--- config.mk ---
export PLATFORM = sky130hd
export DESIGN_NAME = cycDiv
export DESIGN_NICKNAME = d
export VERILOG_FILES = /design/src/rtl/divPkg.sv /design/src/rtl/divCtrl.sv /design/src/rtl/divDatapath.sv /design/src/rtl/cycDiv.sv
export SDC_FILE = /design/constraint.sdc
export NUM_CORES = 1
export LEC_CHECK = 0
export ABC_AREA = 1
export BUFFER_PORTS_ARGS = -buffer_cell sky130_fd_sc_hd__buf_2
export CAP_MARGIN = 20
export CELL_PAD_IN_SITES_DETAIL_PLACEMENT = 0
export CELL_PAD_IN_SITES_GLOBAL_PLACEMENT = 2
export CORE_AREA = 5 5 181 183
export CTS_CLUSTER_DIAMETER = 80
export CTS_CLUSTER_SIZE = 8
export DETAILED_ROUTE_END_ITERATION = 8
export DIE_AREA = 0 0 186 188
export GPL_TIMING_DRIVEN = 0
export HOLD_SLACK_MARGIN = 0.12
export PLACE_DENSITY = 0.9
export SKIP_LAST_GASP = 1
export SLEW_MARGIN = 20
export SYNTH_ARGS = -nofsm -noshare
export SYNTH_HDL_FRONTEND = slang
export SYNTH_SLANG_ARGS = --single-unit
--- constraint.sdc ---
create_clock -name clk -period 10.2 [get_ports clk]
set_input_delay 1.02 -clock clk [delete_from_list [all_inputs] [get_ports clk]]
set_output_delay 1.02 -clock clk [all_outputs]
set_load 0.01 [all_outputs]
--- src/rtl/divPkg.sv ---
package divPkg;
  localparam int DD_W = 32;
  localparam int DV_W = 16;

  // microcycle constants of the timing model
  localparam int U_OVF_MC  = 5;
  localparam int U_BASE_MC = 38;
  localparam int S_OVF_MC  = 8;
  localparam int S_BASE_MC = 60;
  localparam int CLK_TRIM  = 4;

  typedef enum logic {ST_IDLE, ST_RUN} divState_t;

  typedef struct packed {
    logic load;
    logic step;
    logic finish;
  } ctrl_t;
endpackage

--- src/rtl/divCtrl.sv ---
module divCtrl import divPkg::*; #(
  parameter int CNT_W = 8
) (
  input  logic             clk,
  input  logic             rstN,
  input  logic             start,
  input  logic             ready,
  input  logic [CNT_W-1:0] fireAt,
  output ctrl_t            ctl,
  output logic             done
);
  divState_t state;
  logic [CNT_W-1:0] elapsed;
  logic hitTarget;

  assign hitTarget = ready && (elapsed == fireAt);

  always_comb begin
    ctl = '0;
    ctl.load   = (state == ST_IDLE) && start;
    ctl.step   = (state == ST_RUN);
    ctl.finish = (state == ST_RUN) && hitTarget;
  end

  always_ff @(posedge clk) begin
    if (!rstN) begin
      state   <= ST_IDLE;
      elapsed <= '0;
      done    <= 1'b0;
    end else begin
      done <= ctl.finish;
      if (ctl.load) begin
        state   <= ST_RUN;
        elapsed <= CNT_W'(1);
      end else if (ctl.finish) begin
        state <= ST_IDLE;
      end else if (state == ST_RUN) begin
        elapsed <= elapsed + 1'b1;
      end
    end
  end
endmodule

--- src/rtl/divDatapath.sv ---
module divDatapath import divPkg::*; #(
  parameter int CNT_W = 8
) (
  input  logic             clk,
  input  logic             rstN,
  input  ctrl_t            ctl,
  input  logic             startSigned,
  input  logic [DD_W-1:0]  startDividend,
  input  logic [DV_W-1:0]  startDivisor,
  output logic             ready,
  output logic [CNT_W-1:0] fireAt,
  output logic [DV_W-1:0]  quotient,
  output logic [DV_W-1:0]  remainder,
  output logic             overflow,
  output logic             divZero,
  output logic [CNT_W-1:0] cycleCount
);
  localparam int STEPS   = DV_W;
  localparam int PEN_STEPS = DV_W - 1;
  localparam int STEP_W  = $clog2(STEPS + 1);
  localparam int PEN_W   = $clog2(2 * STEPS + 1);

  logic             modeS, ddNeg, dvNeg, zeroR, earlyR;
  logic [DD_W-1:0]  work;
  logic [DV_W-1:0]  magDv;
  logic [STEP_W-1:0] stepCnt;
  logic [PEN_W-1:0] penalty;

  // operand decode at load
  logic             ldDdNeg, ldDvNeg;
  logic [DD_W-1:0]  ldMagDd;
  logic [DV_W-1:0]  ldMagDv;
  always_comb begin
    ldDdNeg = startSigned & startDividend[DD_W-1];
    ldDvNeg = startSigned & startDivisor[DV_W-1];
    ldMagDd = ldDdNeg ? (~startDividend + 1'b1) : startDividend;
    ldMagDv = ldDvNeg ? (~startDivisor + 1'b1) : startDivisor;
  end

  // one restoring step
  logic             carry, ge, running;
  logic [DV_W:0]    shifted, diff;
  logic [DV_W-1:0]  newHi;
  logic [PEN_W-1:0] stepPen;
  always_comb begin
    carry   = work[DD_W-1];
    shifted = {work[DD_W-1:DV_W], work[DV_W-1]};
    diff    = shifted - {1'b0, magDv};
    ge      = shifted >= {1'b0, magDv};
    newHi   = ge ? diff[DV_W-1:0] : shifted[DV_W-1:0];
    stepPen = carry ? PEN_W'(0) : (ge ? PEN_W'(1) : PEN_W'(2));
    running = (stepCnt != STEP_W'(STEPS)) && !zeroR && !earlyR;
  end

  // result and timing evaluation
  logic [DV_W-1:0]  absQ, absR;
  logic             qNeg, sOvf;
  logic [CNT_W-1:0] zeroCnt, mc, clocks;
  always_comb begin
    absQ = work[DV_W-1:0];
    absR = work[DD_W-1:DV_W];
    qNeg = ddNeg ^ dvNeg;
    sOvf = modeS && (qNeg ? (absQ > {1'b1, {(DV_W-1){1'b0}}}) : absQ[DV_W-1]);
    zeroCnt = '0;
    for (int i = 1; i < DV_W; i++) begin
      if (!absQ[i]) zeroCnt = zeroCnt + 1'b1;
    end
    if (earlyR)
      mc = modeS ? CNT_W'(S_OVF_MC) + CNT_W'(ddNeg) : CNT_W'(U_OVF_MC);
    else if (modeS)
      mc = CNT_W'(S_BASE_MC) + CNT_W'(ddNeg) + zeroCnt
         + (dvNeg ? CNT_W'(1) : (ddNeg ? CNT_W'(2) : CNT_W'(0)));
    else
      mc = CNT_W'(U_BASE_MC) + CNT_W'(penalty);
    clocks = zeroR ? '0 : ({mc[CNT_W-2:0], 1'b0} - CNT_W'(CLK_TRIM));
    fireAt = zeroR ? CNT_W'(1) : clocks;
    ready  = zeroR || earlyR || (stepCnt == STEP_W'(STEPS));
  end

  always_ff @(posedge clk) begin
    if (!rstN) begin
      modeS <= 1'b0; ddNeg <= 1'b0; dvNeg <= 1'b0;
      zeroR <= 1'b0; earlyR <= 1'b0;
      work <= '0; magDv <= '0; stepCnt <= '0; penalty <= '0;
      quotient <= '0; remainder <= '0;
      overflow <= 1'b0; divZero <= 1'b0; cycleCount <= '0;
    end else begin
      if (ctl.load) begin
        modeS   <= startSigned;
        ddNeg   <= ldDdNeg;
        dvNeg   <= ldDvNeg;
        zeroR   <= (ldMagDv == '0);
        earlyR  <= (ldMagDv != '0) && (ldMagDd[DD_W-1:DV_W] >= ldMagDv);
        work    <= ldMagDd;
        magDv   <= ldMagDv;
        stepCnt <= '0;
        penalty <= '0;
      end else if (ctl.step && running) begin
        work    <= {newHi, work[DV_W-2:0], ge};
        stepCnt <= stepCnt + 1'b1;
        if (stepCnt < STEP_W'(PEN_STEPS)) penalty <= penalty + stepPen;
      end
      if (ctl.finish) begin
        cycleCount <= clocks;
        divZero    <= zeroR;
        overflow   <= !zeroR && (earlyR || sOvf);
        if (!zeroR && !earlyR && !sOvf) begin
          quotient  <= (modeS && qNeg) ? (~absQ + 1'b1) : absQ;
          remainder <= ddNeg ? (~absR + 1'b1) : absR;
        end
      end
    end
  end
endmodule

--- src/rtl/cycDiv.sv ---
module cycDiv import divPkg::*; #(
  parameter int CNT_W = 8
) (
  input  logic             clk,
  input  logic             rstN,
  input  logic             start,
  input  logic             signedMode,
  input  logic [31:0]      dividend,
  input  logic [15:0]      divisor,
  output logic [15:0]      quotient,
  output logic [15:0]      remainder,
  output logic             overflow,
  output logic             divZero,
  output logic             done,
  output logic [CNT_W-1:0] cycleCount
);
  ctrl_t            ctl;
  logic             ready;
  logic [CNT_W-1:0] fireAt;

  divCtrl #(.CNT_W(CNT_W)) uCtrl (
    .clk(clk), .rstN(rstN), .start(start), .ready(ready),
    .fireAt(fireAt), .ctl(ctl), .done(done)
  );

  divDatapath #(.CNT_W(CNT_W)) uPath (
    .clk(clk), .rstN(rstN), .ctl(ctl), .startSigned(signedMode),
    .startDividend(dividend), .startDivisor(divisor),
    .ready(ready), .fireAt(fireAt),
    .quotient(quotient), .remainder(remainder),
    .overflow(overflow), .divZero(divZero), .cycleCount(cycleCount)
  );
endmodule

; After elaboration in Yosys (flattened, before gate mapping)
; Index checks and enable logic that the tools add are counted.
[word_totals]
regBits = 116
[op_classes]
addsub = 28
magnitude_cmp = 4
n_eq_ne = 4
muxes = 37
n_bitwise = 10
n_reduce_logical = 28
[ops]
columns = op, count
row1 = 7-bit two-way mux, 17
row2 = 32-bit two-way mux, 3
row3 = "7-bit by 1-bit adder with 7-bit output, second input constant", 12
row4 = 16-bit two-way mux, 4
row5 = "16-bit by 1-bit adder with 16-bit output, second input constant", 3
row6 = 16-bit inverter, 3
row7 = "32-bit by 1-bit adder with 32-bit output, second input constant", 1
row8 = 32-bit inverter, 1
row9 = 17-bit by 16-bit >= comparator with 1-bit output, 1
row10 = 16-bit >= comparator, 1
row11 = "16-bit > comparator, second input constant", 1
row12 = 16-bit logical NOT, 1
row13 = 8-bit two-way mux, 2
row14 = 16-bit nonzero test, 1
row15 = 16-bit subtractor, 1
row16 = 7-bit adder, 2
row17 = 1-bit logical AND, 12
row18 = "8-bit by 1-bit adder with 8-bit output, second input constant", 1
row19 = 8-bit equality test, 1
row20 = 2-bit two-way mux, 4
row21 = 2-bit AND reduction, 4
row22 = "8-bit by 3-bit subtractor with 8-bit output, second input constant", 1
row23 = "6-bit by 1-bit adder with 7-bit output, first input constant", 1
row24 = "6-bit by 6-bit adder with 7-bit output, first input constant", 1
row25 = other kinds (17), 32

; Longest topological paths before layout
[depth]
word_depth = 41
depth_mapped = 65
ltp_nobuf = 64

; Hierarchy
; From an unflattened synthesis, not the netlist that was laid out.
[unflattened]
hier_cells = 1537
area_unflattened_um2 = 9984.6
[by_module_without_submodules]
columns = mod, n_inst, cells_each, area_each_um2
row1 = divDatapath, 1, 1434, 9303.9
row2 = divCtrl, 1, 103, 680.7

; Worst setup path before layout
; OpenSTA, ideal clock, no wires.
[synth_timing]
kind = register to register
from = register uPath.work[2]
to = register uPath.quotient[2]
arrival_ns = 8.737
t_required_ns = 10.087
setup_slack_ns = 1.350
path_stages_with_launch = 60
path_cell_list = dfxtp_1 -> inv_1 -> ha_1 -> inv_1 -> nand2_1 -> nand2_2 -> inv_1 -> ha_1 -> or2_1 -> nand2_1 -> xnor2_1 -> o21ai_0 -> ha_1 -> or2_2 -> nand2_1 -> nor2_2 -> o31ai_1 -> ha_1 -> [... 24 more ...] -> nor3_1 -> inv_1 -> ha_1 -> nor2_1 -> inv_1 -> a21oi_1 -> o2111ai_1 -> a211oi_1 -> nand2_1 -> nor2_2 -> nand3_4 -> inv_1 -> nand2_1 -> nor2_1 -> buf_2 -> nand4_1 -> nand2_1 -> nor2_1
[synth_via]
elab_chain_len = 38
elab_cells_between_ends = 46
[synth_rtl]
columns = element, line_no
row1 = from (decl), divDatapath.sv:24  ; logic [DD_W-1:0] work;
row2 = from (signal assigned), divDatapath.sv:94  ; work <= ldMagDd;
row3 = from (signal assigned), divDatapath.sv:99  ; work <= {newHi, work[DV_W-2:0], ge};
row4 = 2-bit two-way mux, divDatapath.sv:66  ; if (!absQ[i]) zeroCnt = zeroCnt + 1'b1;
row5 = 2-bit by 1-bit adder with 3-bit output, divDatapath.sv:66
row6 = 7-bit two-way mux, divDatapath.sv:66
row7 = 7-bit by 1-bit adder with 7-bit output, divDatapath.sv:66
row8 = 7-bit two-way mux, divDatapath.sv:66
row9 = 7-bit by 1-bit adder with 7-bit output, divDatapath.sv:66
row10 = 7-bit two-way mux, divDatapath.sv:66
row11 = 7-bit by 1-bit adder with 7-bit output, divDatapath.sv:66
row12 = [... 22 more ...], n/a
row13 = 7-bit two-way mux, divDatapath.sv:68  ; if (earlyR)
row14 = 8-bit by 3-bit subtractor with 8-bit output, divDatapath.sv:75  ; clocks = zeroR ? '0 : ({mc[CNT_W-2:0], 1'b0} - CNT_W'(CLK_TRIM));
row15 = 8-bit two-way mux, divDatapath.sv:75
row16 = 8-bit two-way mux, divDatapath.sv:76  ; fireAt = zeroR ? CNT_W'(1) : clocks;
row17 = 8-bit equality test, divCtrl.sv:16  ; assign hitTarget = ready && (elapsed == fireAt);
row18 = 1-bit logical AND, divCtrl.sv:16
row19 = 1-bit logical AND, divCtrl.sv:22  ; ctl.finish = (state == ST_RUN) && hitTarget;
row20 = 2-bit AND reduction (no source line), n/a
row21 = to (signal assigned), divDatapath.sv:108  ; quotient <= (modeS && qNeg) ? (~absQ + 1'b1) : absQ;
row22 = to (decl), divDatapath.sv:12  ; output logic [DV_W-1:0] quotient,
; Several ways; a longest one is shown, not always the timed one.
; A chain may end at the register's enable or synchronous reset.

; Final worst setup path
[layout_timing]
from = register uPath.work[1]
to = register uPath.remainder[13]
[layout_via]
elab_chain_len = 40
elab_cells_between_ends = 45
[layout_rtl]
columns = element, line_no
row1 = 1-bit two-way mux, divDatapath.sv:66
row2 = 1-bit by 1-bit adder with 2-bit output, divDatapath.sv:66
row3 = 2-bit two-way mux, divDatapath.sv:66
row4 = 2-bit by 1-bit adder with 3-bit output, divDatapath.sv:66
row5 = 7-bit two-way mux, divDatapath.sv:66
row6 = 7-bit by 1-bit adder with 7-bit output, divDatapath.sv:66
row7 = 7-bit two-way mux, divDatapath.sv:66
row8 = 7-bit by 1-bit adder with 7-bit output, divDatapath.sv:66
row9 = [... 24 more ...], n/a
row10 = 7-bit two-way mux, divDatapath.sv:68
row11 = 8-bit by 3-bit subtractor with 8-bit output, divDatapath.sv:75
row12 = 8-bit two-way mux, divDatapath.sv:75
row13 = 8-bit two-way mux, divDatapath.sv:76
row14 = 8-bit equality test, divCtrl.sv:16
row15 = 1-bit logical AND, divCtrl.sv:16
row16 = 1-bit logical AND, divCtrl.sv:22
row17 = 2-bit AND reduction (no source line) *, n/a
row18 = to (signal assigned), divDatapath.sv:109  ; remainder <= ddNeg ? (~absR + 1'b1) : absR;
row19 = to (decl), divDatapath.sv:13  ; output logic [DV_W-1:0] remainder,
; Mark *: on every way between the ends. The rest lies on a longest branch, timed or not.

==> out/qor.txt <==
Critical-path top delay cell: fa_2
Die span in x: 186 um
Setup violations, final: 0
Vias: 10400
TritonRoute pass-1 iters: 5
Final Cycle Share: 0.929
Largest net degree at the start of global routing: 17
Switch Pwr: 1.36 mW
Hold Crit Class: reg -> reg
Worst-Margin Slew: 0.788 ns
Area grow syn2layout: 16.5%
Crit-path most repeated cell: ha_1
Crit end category: register
H-tree depth: 4
Vias in the first global route: 10000
Placer's final routability congestion estimate: 0.884
Final hold vios: 0
Rel. slew slack: 0.475
WS Path Type: reg -> reg
Number of synthesized register bits: 115
Worst Skew: 0.0132 ns
Maxcap violations: 0
Clock Latency Late Sink: 0.43 ns
Sequential share of the synthesized area: 0.221
Dpl cells: 2081
Seq pwr share: 0.185
CTS tree: done
CP peak stage delay: 0.53 ns
Final Cell Area: 0.0121 mm2
Commonest non-fill, non-tap cell in the layout: nand2_1
Worst R2R Path Depth: 58
Slew Viols, Final: 0
Crit path max-delay family: simple AND/OR/NAND/NOR gates
Critical Path RT: 10.57 ns
Placeable Area: 0.0311 mm2
Starting Density: 0.335
Clock Path Buffers: 2
Critical Path AT: 9.85 ns
Mean Syn Cell Area: 6.56 um2
Synth Warn #: 0
Avg WL per Cell: 15.4 um
Setup ws final: 0.722 ns
Ys flop type: dfxtp_1
Maximum clock frequency: 106 MHz
Hold path cells: 2
Hold slack: 0.468 ns
Async set or reset register ratio after synthesis: 0
Status: completed
Clock transition at the registers of the reported paths: 0.06 ns
Post-synth EDFFs: 0
Cts bufs inserted: 17
P per Cell Area: 227 mW/mm2
CTS root buffer: clkbuf_16
First-pass GRT wire length: 52700 um
DP Area: 0.0114 mm2
RSZ-0062 raised after global routing: false
Cell area after synthesis: 0.0104 mm2
1st-iter DRT viols: 562
Antenna violations before repair: 0
Num rows: 65
# clock sinks: 115
Critical path depth: 58
P_int: 1.39 mW
Vias per std cell: 4.92
Reg2Reg Setup Slack: 0.72 ns
Diode count: 0
Pre-CTS WS: -0.237 ns
Gate power share: 0.610
Worst path buffer plus inverter count: 8
Post-synthesis cell type count: 55
Non-filler cells, final: 2117
Peak supply drop: 0.135 mV
Residual DRC: 0
CP Max Fanout: 5
Syn nets: 1703
GRT overflow: 0
Most frequent cells in the layout: nand2_1 (317), inv_1 (191), nor2_1 (163), dfxtp_1 (113), buf_2 (103)
Mapped Cells: 1586
Die ar.: 0.0350 mm2
# port buffers: 93
Layout cells sized above 1: 0.195
Leakage: 5.61 nW
Routed Wire Length: 32500 um
Minimum clock period: 9.48 ns
Dpl hpwl: 26600 um
Setup_tns: 0 ns
Clock share of power: 0.206
Crit path launch type: register
Switching Share: 0.494
Nets: 1819
Die height: 188 um
Num ports: 95
Gr usage total: 0.188
Antenna violation net count after detailed routing: 0
[power groups by stage]
stage / logic (mW) / registers, mW / clock network, mW
global placement: 1.60 / 0.516 / 0
global route: 1.93 / 0.512 / 0.595
floorplan: 1.33 / 0.507 / 0
detailed placement: 1.62 / 0.517 / 0
CTS: 1.63 / 0.507 / 0.579
finish: 1.68 / 0.508 / 0.566
[layer usage]
layer | share of wire | wire, um | GRT usage
met1 | 0.48 | 15700 | 0.260
met2 | 0.46 | 14900 | 0.304
met3 | 0.037 | 1220 | 0.0235
met4 | 0.023 | 743 | 0.0561
met5 | 0 | 0 | 0
[layout make-up]
type | instances | area [um2]
Fill cell | 3426 | 18900
Multi-Input combinational cell | 1200 | 7110
Sequential cell | 115 | 2310
Inverter | 212 | 808
Timing Repair Buffer | 97 | 513
Tap cell | 402 | 503
Clock buffer | 19 | 453
Buffer | 59 | 320
Clock inverter | 13 | 104
[path summary, 6_finish.rpt]
path,startpoint,end
setup / recovery,uPath.work[1],uPath.remainder[13]
hold / removal,uPath.overflow,uPath.overflow
setup reg to reg,uPath.work[1],uPath.remainder[13]
hold reg to reg,uPath.overflow,uPath.overflow
[logic make-up (layout without fill, tap and decap cells)]
family,Yosys count,in the layout,synth area share
adders and majority gates,65,65,0.0811
DFF,115,115,0.221
buffers and inverters,271,400,0.106
other,1,1,0.000361
and+or+nand+nor,819,819,0.385
AOI/OAI and AO/OA,222,222,0.128
xor gates and xnor gates,93,93,0.0783
[through the flow]
stage | power (mW) | utilization
2_1_floorplan | 1.84 | -
3_3_place_gp | 2.12 | 0.366
3_5_place_dp | 2.14 | 0.366
4_1_cts | 2.72 | 0.384
5_1_grt | 3.03 | 0.390
6_report | 2.75 | 0.390
[Yosys cell counts, types with 36 or more instances]
cell type    n  share of area
nand4_1     46          0.028
xor2_1      58          0.049
nand2_1    328           0.12
nand3_1     80          0.038
dfxtp_1    115           0.22
nand2_2     51          0.031
ha_1        61          0.073
nor3_1      36          0.017
a21oi_1     73          0.035
o21ai_0     62          0.030
nor2_1     166          0.060
nand3_2     39          0.038
inv_1      194          0.070
[what timing repair did]
action	CTS	global route
hold buffers	0	0
gates cloned	0	1
endpoints found under the setup margin	39	51
hold endpoints to repair	0	0
resized for setup	4	48
buffers inserted	0	3
pin swaps	0	14
[state kept, by name, indices dropped and copies added (netlist names)]
| register | cells |
|---|---|
| uPath.quotient | 16 |
| uCtrl.done | 1 |
| uCtrl.state | 1 |
| uPath.modeS | 1 |
| uPath.zeroR | 1 |
| uPath.cycleCount | 7 |
| uPath.divZero | 1 |
| uCtrl.elapsed | 8 |
| uPath.dvNeg | 1 |
| uPath.ddNeg | 1 |
| uPath.earlyR | 1 |
| uPath.stepCnt | 5 |
| uPath.penalty | 6 |
| uPath.magDv | 16 |
| uPath.remainder | 16 |
| uPath.work | 32 |
| uPath.overflow | 1 |
[worst reg2reg max path, delay by kind of cell (launching register included)]
family / cells / cell delay (ns)
buffers and inverters: 8 / 0.70
AOI/OAI and AO/OA: 8 / 1.41
xor gates and xnor gates: 1 / 0.07
adders and majority gates: 10 / 2.98
DFF: 1 / 0.38
and+or+nand+nor: 31 / 3.89
No activity file was read; power rests on OpenSTA's default activity.
